<file path="config.mk">
export PLATFORM = sky130hd
export DESIGN_NAME = szalu_top
export DESIGN_NICKNAME = d
export VERILOG_FILES = /design/src/rtl/szalu_pkg.sv /design/src/rtl/szalu_logic.sv /design/src/rtl/szalu_addsub.sv /design/src/rtl/szalu_merge.sv /design/src/rtl/szalu_top.sv
export SDC_FILE = /design/constraint.sdc
export NUM_CORES = 1
export LEC_CHECK = 0
export BUFFER_PORTS_ARGS = -buffer_cell sky130_fd_sc_hd__buf_2
export CORE_MARGIN = 5
export CORE_UTILIZATION = 40
export DETAILED_ROUTE_END_ITERATION = 6
export GPL_ROUTABILITY_DRIVEN = 1
export PLACE_DENSITY = 0.56
export SYNTH_ARGS = -nofsm -noshare
export SYNTH_HDL_FRONTEND = slang
export SYNTH_SLANG_ARGS = --single-unit
</file>
<file path="constraint.sdc">
create_clock -name clk -period 18.5 [get_ports clk]
set_input_delay 1.85 -clock clk [delete_from_list [all_inputs] [get_ports clk]]
set_output_delay 1.85 -clock clk [all_outputs]
set_load 0.02 [all_outputs]
</file>
<file path="src/rtl/szalu_pkg.sv">
// Shared types for the size-merging ALU.
// Assumes a lane ladder of base width doubling per size code.
package szalu_pkg;
    localparam int BASE_W    = 8;
    localparam int NUM_LANES = 4;
    localparam int XLEN      = BASE_W << (NUM_LANES - 1);
    localparam int SIZE_W    = $clog2(NUM_LANES);

    typedef enum logic [3:0] {
        OP_MOV  = 4'd0,  OP_AND  = 4'd1,  OP_OR   = 4'd2,  OP_XOR  = 4'd3,
        OP_ANDN = 4'd4,  OP_ORN  = 4'd5,  OP_NAND = 4'd6,  OP_NOR  = 4'd7,
        OP_EQV  = 4'd8,  OP_ADD  = 4'd9,  OP_SUB  = 4'd10, OP_ADC  = 4'd11,
        OP_SBB  = 4'd12, OP_ADDM = 4'd13, OP_SUBM = 4'd14, OP_RSVD = 4'd15
    } alu_op_e;

    typedef struct packed {
        logic of;
        logic sf;
        logic zf;
        logic pf;
        logic cf;
    } alu_flags_t;
endpackage

</file>
<file path="src/rtl/szalu_logic.sv">
// Bitwise unit: computes the full-width logical result.
// Narrowing to the operand width is done later by the merge stage.
module szalu_logic
    import szalu_pkg::*;
#(
    parameter int W = XLEN
) (
    input  alu_op_e      op,
    input  logic [W-1:0] a,
    input  logic [W-1:0] b,
    output logic [W-1:0] y
);
    // Select the bitwise function; unknown codes fall back to move.
    always_comb begin
        case (op)
            OP_AND:  y = a & b;
            OP_OR:   y = a | b;
            OP_XOR:  y = a ^ b;
            OP_ANDN: y = a & ~b;
            OP_ORN:  y = a | ~b;
            OP_NAND: y = ~(a & b);
            OP_NOR:  y = ~(a | b);
            OP_EQV:  y = ~(a ^ b);
            default: y = b;
        endcase
    end
endmodule

</file>
<file path="src/rtl/szalu_addsub.sv">
// Add/subtract unit: one adder per width lane, so that carry and overflow
// come from each lane's own top bit. Output is zero-extended, masked by rc
// for the masked variants. Assumes op is an arithmetic code when used.
module szalu_addsub
    import szalu_pkg::*;
#(
    parameter int LBASE  = BASE_W,
    parameter int LANES  = NUM_LANES,
    localparam int W     = LBASE << (LANES - 1),
    localparam int SW    = $clog2(LANES)
) (
    input  alu_op_e       op,
    input  logic [SW-1:0] size,
    input  logic [W-1:0]  a,
    input  logic [W-1:0]  b,
    input  logic [W-1:0]  mask,
    input  logic          cf_in,
    output logic [W-1:0]  y,
    output logic          cf,
    output logic          of
);
    logic          is_sub;
    logic          use_mask;
    logic          cin;
    logic [W-1:0]  lane_sum [LANES];
    logic          lane_co  [LANES];
    logic          lane_of  [LANES];

    // Decode subtract/mask/carry-in from the opcode.
    always_comb begin
        is_sub   = (op == OP_SUB) || (op == OP_SBB) || (op == OP_SUBM);
        use_mask = (op == OP_ADDM) || (op == OP_SUBM);
        case (op)
            OP_ADC:  cin = cf_in;
            OP_SUB:  cin = 1'b1;
            OP_SBB:  cin = ~cf_in;
            OP_SUBM: cin = 1'b1;
            default: cin = 1'b0;
        endcase
    end

    for (genvar i = 0; i < LANES; i++) begin : g_lane
        localparam int LW = LBASE << i;
        logic [LW:0]   s;
        logic [LW-1:0] bop;
        assign bop         = is_sub ? ~b[LW-1:0] : b[LW-1:0];
        assign s           = {1'b0, a[LW-1:0]} + {1'b0, bop} + {{LW{1'b0}}, cin};
        assign lane_sum[i] = W'(s[LW-1:0]);
        assign lane_co[i]  = s[LW];
        assign lane_of[i]  = (a[LW-1] == bop[LW-1]) && (s[LW-1] != a[LW-1]);
    end

    // Pick the lane of the selected width and apply the optional mask.
    always_comb begin
        y  = lane_sum[size] & (use_mask ? mask : {W{1'b1}});
        cf = is_sub ? ~lane_co[size] : lane_co[size];
        of = lane_of[size];
    end
endmodule

</file>
<file path="src/rtl/szalu_merge.sv">
// Merge stage: narrows a raw result to the width of the size code, derives
// ZF/SF/PF from that narrow value, and builds the 64-bit destination.
// Sizes below ZEXT_SIZE keep the upper bytes of the merge source; sizes
// from ZEXT_SIZE up zero-fill them.
module szalu_merge
    import szalu_pkg::*;
#(
    parameter int LBASE     = BASE_W,
    parameter int LANES     = NUM_LANES,
    parameter int ZEXT_SIZE = 2,
    localparam int W        = LBASE << (LANES - 1),
    localparam int SW       = $clog2(LANES)
) (
    input  logic [SW-1:0] size,
    input  logic [W-1:0]  raw,
    input  logic [W-1:0]  merge_src,
    output logic [W-1:0]  merged,
    output logic          zf,
    output logic          sf,
    output logic          pf
);
    logic [W-1:0] wmask;
    logic [W-1:0] narrow;
    int           width;

    // Form the width mask and the narrow value.
    always_comb begin
        width  = LBASE << size;
        wmask  = {W{1'b1}} >> (W - width);
        narrow = raw & wmask;
    end

    // Derive flags from the narrow value only.
    always_comb begin
        zf = (narrow == '0);
        sf = narrow[width-1];
        pf = ~^narrow[LBASE-1:0];
    end

    // Keep or zero the upper bytes according to the size code.
    always_comb begin
        if (int'(size) < ZEXT_SIZE) merged = (merge_src & ~wmask) | narrow;
        else                        merged = narrow;
    end
endmodule

</file>
<file path="src/rtl/szalu_top.sv">
// Size-merging integer ALU top: logical and add/subtract datapaths, the
// size merge, and an optional output register (REG_OUT=1) with synchronous
// active-low reset. Assumes the opcode encoding of szalu_pkg.
module szalu_top
    import szalu_pkg::*;
#(
    parameter int REG_OUT = 1
) (
    input  logic              clk,
    input  logic              rst_n,
    input  logic [3:0]        op_i,
    input  logic [SIZE_W-1:0] size_i,
    input  logic [XLEN-1:0]   ra_i,
    input  logic [XLEN-1:0]   rb_i,
    input  logic [XLEN-1:0]   rc_i,
    input  logic              rc_cf_i,
    output logic [XLEN-1:0]   res_o,
    output logic [4:0]        flags_o
);
    alu_op_e         op;
    logic [XLEN-1:0] logic_y;
    logic [XLEN-1:0] arith_y;
    logic            arith_cf;
    logic            arith_of;
    logic            is_arith;
    logic [XLEN-1:0] raw;
    logic [XLEN-1:0] merged;
    logic            zf, sf, pf;
    alu_flags_t      flags_c;

    assign op = alu_op_e'(op_i);

    szalu_logic #(.W(XLEN)) u_logic (
        .op (op),
        .a  (ra_i),
        .b  (rb_i),
        .y  (logic_y)
    );

    szalu_addsub #(.LBASE(BASE_W), .LANES(NUM_LANES)) u_addsub (
        .op    (op),
        .size  (size_i),
        .a     (ra_i),
        .b     (rb_i),
        .mask  (rc_i),
        .cf_in (rc_cf_i),
        .y     (arith_y),
        .cf    (arith_cf),
        .of    (arith_of)
    );

    // Route the arithmetic or logical result toward the merge stage.
    always_comb begin
        is_arith = (op >= OP_ADD) && (op <= OP_SUBM);
        raw      = is_arith ? arith_y : logic_y;
    end

    szalu_merge #(.LBASE(BASE_W), .LANES(NUM_LANES), .ZEXT_SIZE(2)) u_merge (
        .size      (size_i),
        .raw       (raw),
        .merge_src (ra_i),
        .merged    (merged),
        .zf        (zf),
        .sf        (sf),
        .pf        (pf)
    );

    // Assemble the flag word; logical operations clear CF and OF.
    always_comb begin
        flags_c.of = is_arith & arith_of;
        flags_c.sf = sf;
        flags_c.zf = zf;
        flags_c.pf = pf;
        flags_c.cf = is_arith & arith_cf;
    end

    if (REG_OUT != 0) begin : g_reg
        // Register the merged result and flags.
        always_ff @(posedge clk) begin
            if (!rst_n) begin
                res_o   <= '0;
                flags_o <= '0;
            end else begin
                res_o   <= merged;
                flags_o <= flags_c;
            end
        end

        p_keep_upper_r1: assert property (@(posedge clk) disable iff (!rst_n)
            (size_i == 2'd0) |=> (res_o[XLEN-1:8] == $past(ra_i[XLEN-1:8])));
        p_keep_upper_r2: assert property (@(posedge clk) disable iff (!rst_n)
            (size_i == 2'd1) |=> (res_o[XLEN-1:16] == $past(ra_i[XLEN-1:16])));
        p_zero_upper_r3: assert property (@(posedge clk) disable iff (!rst_n)
            (size_i == 2'd2) |=> (res_o[XLEN-1:32] == '0));
        p_zf_full_r5: assert property (@(posedge clk) disable iff (!rst_n)
            (size_i == 2'd3) |=> (flags_o[2] == (res_o == '0)));
        p_mask_r8: assert property (@(posedge clk) disable iff (!rst_n)
            ((op_i == 4'd13 || op_i == 4'd14) && size_i == 2'd3)
            |=> ((res_o & ~$past(rc_i)) == '0));
        p_logic_flags_r9: assert property (@(posedge clk) disable iff (!rst_n)
            (op_i <= 4'd8) |=> (flags_o[4] == 1'b0 && flags_o[0] == 1'b0));
    end else begin : g_comb
        assign res_o   = merged;
        assign flags_o = flags_c;
    end
endmodule

</file>
==> summary.txt <==
Outcome
  • Outcome: finished, final reports clean

Timing
  • RSZ-0062 raised after global routing: false
  • Rel. slew slack: 0.291
  • Fin crit period: 8.47 ns
  • Final number of hold-violating endpoints: 0
  • Fin crit share: 0.458
  • Final setup viols: 0
  • Top achievable clock speed: 0.118 GHz
  • Fin. max-slew vios: 0
  • Setup Total Neg Slack: 0 ns
  • Actual slew at the worst max-slew pin: 1.04 ns

Global route
  • Antenna violations before repair: 4
  • Global routing usage summed across all routing layers: 0.348
  • Largest net degree at the start of global routing: 55
  • Gr ovfl total: 0
  • Vias in the first global route: 18,081
  • First-pass GRT wire length: 117 mm

Synth
  • Asr flop ratio synth: 0
  • Post-synth EDFFs: 0
  • Post-synthesis adder-cell area fraction: 0.254
  • Syn Area/Cell: 7.06 um^2
  • Synth warn: 0
  • Synth Register Bits: 69
  • Synthesized netlist cell count: 2,272
  • Xor/xnor share of the synthesized area: 0.0671
  • Syn Nets: 2,798
  • Synth Area in Compound Gates: 0.330
  • Sequential share of the synthesized area: 0.0861
  • Main combinational cell family by area after synthesis: compound AO/OA/AOI/OAI gates
  • Main synth FF type: dfxtp_1
  • Post-synthesis simple-gate area fraction: 0.173
  • Post-Syn Area: 16,000 um^2
  • Portion of netlist area occupied by mux cells: 0.0190
  • Yosys cell types: 90

Power
  • Psw: 0.493 mW
  • Cell-internal power: 0.489 mW
  • Sequential share of power: 0.170
  • Sw frac: 0.502
  • Pleak: 8.30 nW
  • Power per cell area: 53.9 nW/um^2
  • Maximum VDD drop: 0.0000503 V
  • Clock power frac: 0.199
  • Comb pwr share: 0.631

Critical path
  • Setup CP Type: input pin to register
  • Cells along the critical path: buf_4, buf_4, inv_2, a22o_1, nand2_1, fa_1, inv_1, fa_1, a211oi_1, o211ai_1, a221oi_1, a21oi_1, a31oi_1, xor2_1, o22ai_1, or4_1, a2111o_1, or4_1, nor4b_2
  • Critical path's largest stage delay: 0.73 ns
  • CP Capture Type: register
  • Critical path peak fanout: 54
  • Delay-heaviest family, CP: compound AO/OA/AOI/OAI gates
  • Worst path required time: 18.81 ns
  • Crit path arrival time: 8.77 ns
  • CP max stage cell: a221oi_1
  • Startpoint Class: input pin
  • Buf+Inv Stages, Crit Path: 4

Hold path
  • Worst Hold Class: input pin to register

Cells and area
  • Commonest non-fill, non-tap cell in the layout: ha_1
  • Register Area: 1380 um^2
  • Fillers: 4,125
  • Area growth syn-to-layout: 13.6%
  • Post-layout net count: 2,972
  • Layout cells sized above 1: 0.154
  • Fin area: 18,200 um^2
  • Multi-input logic area: 13,600 um^2
  • Commonest cells after routing, fill and taps aside: ha_1 (323), buf_2 (267), o21ai_0 (218)

Clock tree
  • Clock sink total: 69
  • CTS H-tree depth: 3
  • Reg clk slew, reported paths: 0.06 ns
  • Max Buffers Root-to-Sink: 2
  • Post-CTS Setup Repair Bufs: 0
  • # hold bufs at CTS: 0
  • Post-CTS Resized: 0
  • Total CTS buffers: 9
  • CTS tree: built
  • CTS root buffer: clkbuf_16

Floorplanning
  • I/O pin count: 270
  • Die height: 210 um
  • Core Region: 39,700 um^2
  • Initial core utilization: 0.404
  • Die W: 210 um
  • Die Area: 44,200 um^2
  • Rows: 73

Drt
  • Drt total wl: 81.0 mm
  • Via Count: 18,760
  • Avg Vias per Cell: 6.30
  • 1st-iter DRT viols: 1,932
  • Post-DR wirelength/cell: 27.2 um
  • Number of remaining DRC errors: 0
  • Post-route ant nets: 0
  • Initial DRT Pass Iterations: 6

Placed design
  • Detail Placement HPWL: 61.1 mm
  • Placed inst area: 17,900 um^2
  • Gpl congestion: 0.994
  • Number of port buffers: 269

Flow run
  • Max-cap violations: 0
[cells by family after synthesis]
family	Yosys count
AO/OA/AOI/OAI	826
flip-flops	69
XOR/XNOR	123
buffers and inverters	298
multiplexers	30
AND/OR/NAND/NOR	601
adder cells (fa/ha/maj)	325
[worst paths after layout]
path | start | end | slack, ns | cells after the start
setup / recovery | op_i[0] | flags_o[2]$_SDFF_PN0_ | 10.03 | 19
hold / removal | ra_i[58] | res_o[58]$_SDFF_PN0_ | 1.77 | 3
[registers in the layout, indices dropped and copies added (netlist names)]
| name | count |
|---|---|
| flags_o | 5 |
| res_o | 64 |
[worst min-delay path: stages]
cell,delay (ns)
buf_2,0.14
nand2_1,0.07
a21oi_1,0.06
[power groups by stage]
stage | logic (mW) | registers, mW | clock network [mW]
floorplan | 0.368 | 0.190 | 0
global placement | 0.598 | 0.170 | 0
detailed placement | 0.599 | 0.170 | 0
CTS | 0.603 | 0.167 | 0.201
global route | 0.663 | 0.169 | 0.205
finish | 0.620 | 0.167 | 0.195
[metrics by stage]
stage	total power, mW	worst slack, ns	utilization	hold WS, ns	std cells
finish	0.983	10.03	0.459	1.77	2977
floorplan	0.557	10.20	-	1.99	2272
detailed placement	0.769	9.87	0.451	2.17	2960
global placement	0.768	9.98	0.451	2.16	2960
global route	1.04	9.81	0.459	1.78	2976
CTS	0.971	10.28	0.459	1.74	2976
[synthesized netlist by cell type (6+ instances only)]
| library cell | count | area (um^2) |
|---|---|---|
| nor2_1 | 215 | 807 |
| a31oi_1 | 20 | 125 |
| a211oi_1 | 32 | 240 |
| o21ai_0 | 218 | 1090 |
| mux2i_1 | 26 | 260 |
| a2111oi_0 | 18 | 158 |
| a211o_1 | 6 | 52.6 |
| o22ai_1 | 51 | 319 |
| nor3b_1 | 7 | 52.6 |
| o21ai_1 | 12 | 60.1 |
| buf_1 | 18 | 67.6 |
| o22a_1 | 9 | 78.8 |
| xor2_1 | 26 | 228 |
| a21boi_0 | 6 | 45.0 |
| o211ai_1 | 49 | 368 |
| a22oi_1 | 16 | 120 |
| o221ai_1 | 18 | 158 |
| nand3_1 | 28 | 140 |
| nand2b_1 | 13 | 81.3 |
| a32oi_1 | 6 | 52.6 |
| o2111ai_1 | 11 | 96.3 |
| o31ai_1 | 9 | 67.6 |
| and2_1 | 6 | 37.5 |
| nand4_1 | 24 | 150 |
| o21a_1 | 26 | 195 |
| or3_1 | 6 | 37.5 |
| buf_2 | 9 | 45.0 |
| a21o_1 | 23 | 173 |
| dfxtp_1 | 69 | 1380 |
| o21bai_1 | 17 | 128 |
| clkbuf_1 | 125 | 469 |
| nor4_1 | 7 | 43.8 |
| inv_1 | 144 | 541 |
| nand2_1 | 194 | 728 |
| and3_1 | 8 | 50.1 |
| xnor2_1 | 97 | 850 |
| nor2b_1 | 20 | 125 |
| a221oi_1 | 30 | 263 |
| nor3_1 | 30 | 150 |
| ha_1 | 323 | 4040 |
| a21oi_1 | 195 | 976 |
[area by class of cell]
type / count / share of cell area
clock buffers: 11 / 0.0139
repair buffers: 315 / 0.0931
flip-flops and latches: 69 / 0.0758
multi-input cells: 1905 / 0.748
well taps: 525 / 0.0360
diodes: 1 / 0.000137
inverters: 146 / 0.0301
clock inverters: 5 / 0.00323
[metal layers]
metal | vias to the layer above | track usage | wire (um)
met5 | - | 0 | 13
met4 | 2 | 0.128 | 2990
met3 | 168 | 0.0716 | 8010
met2 | 1031 | 0.534 | 34700
met1 | 8982 | 0.483 | 35300
li1 | 8577 | - | -
Power figures use the tool's default switching activity.
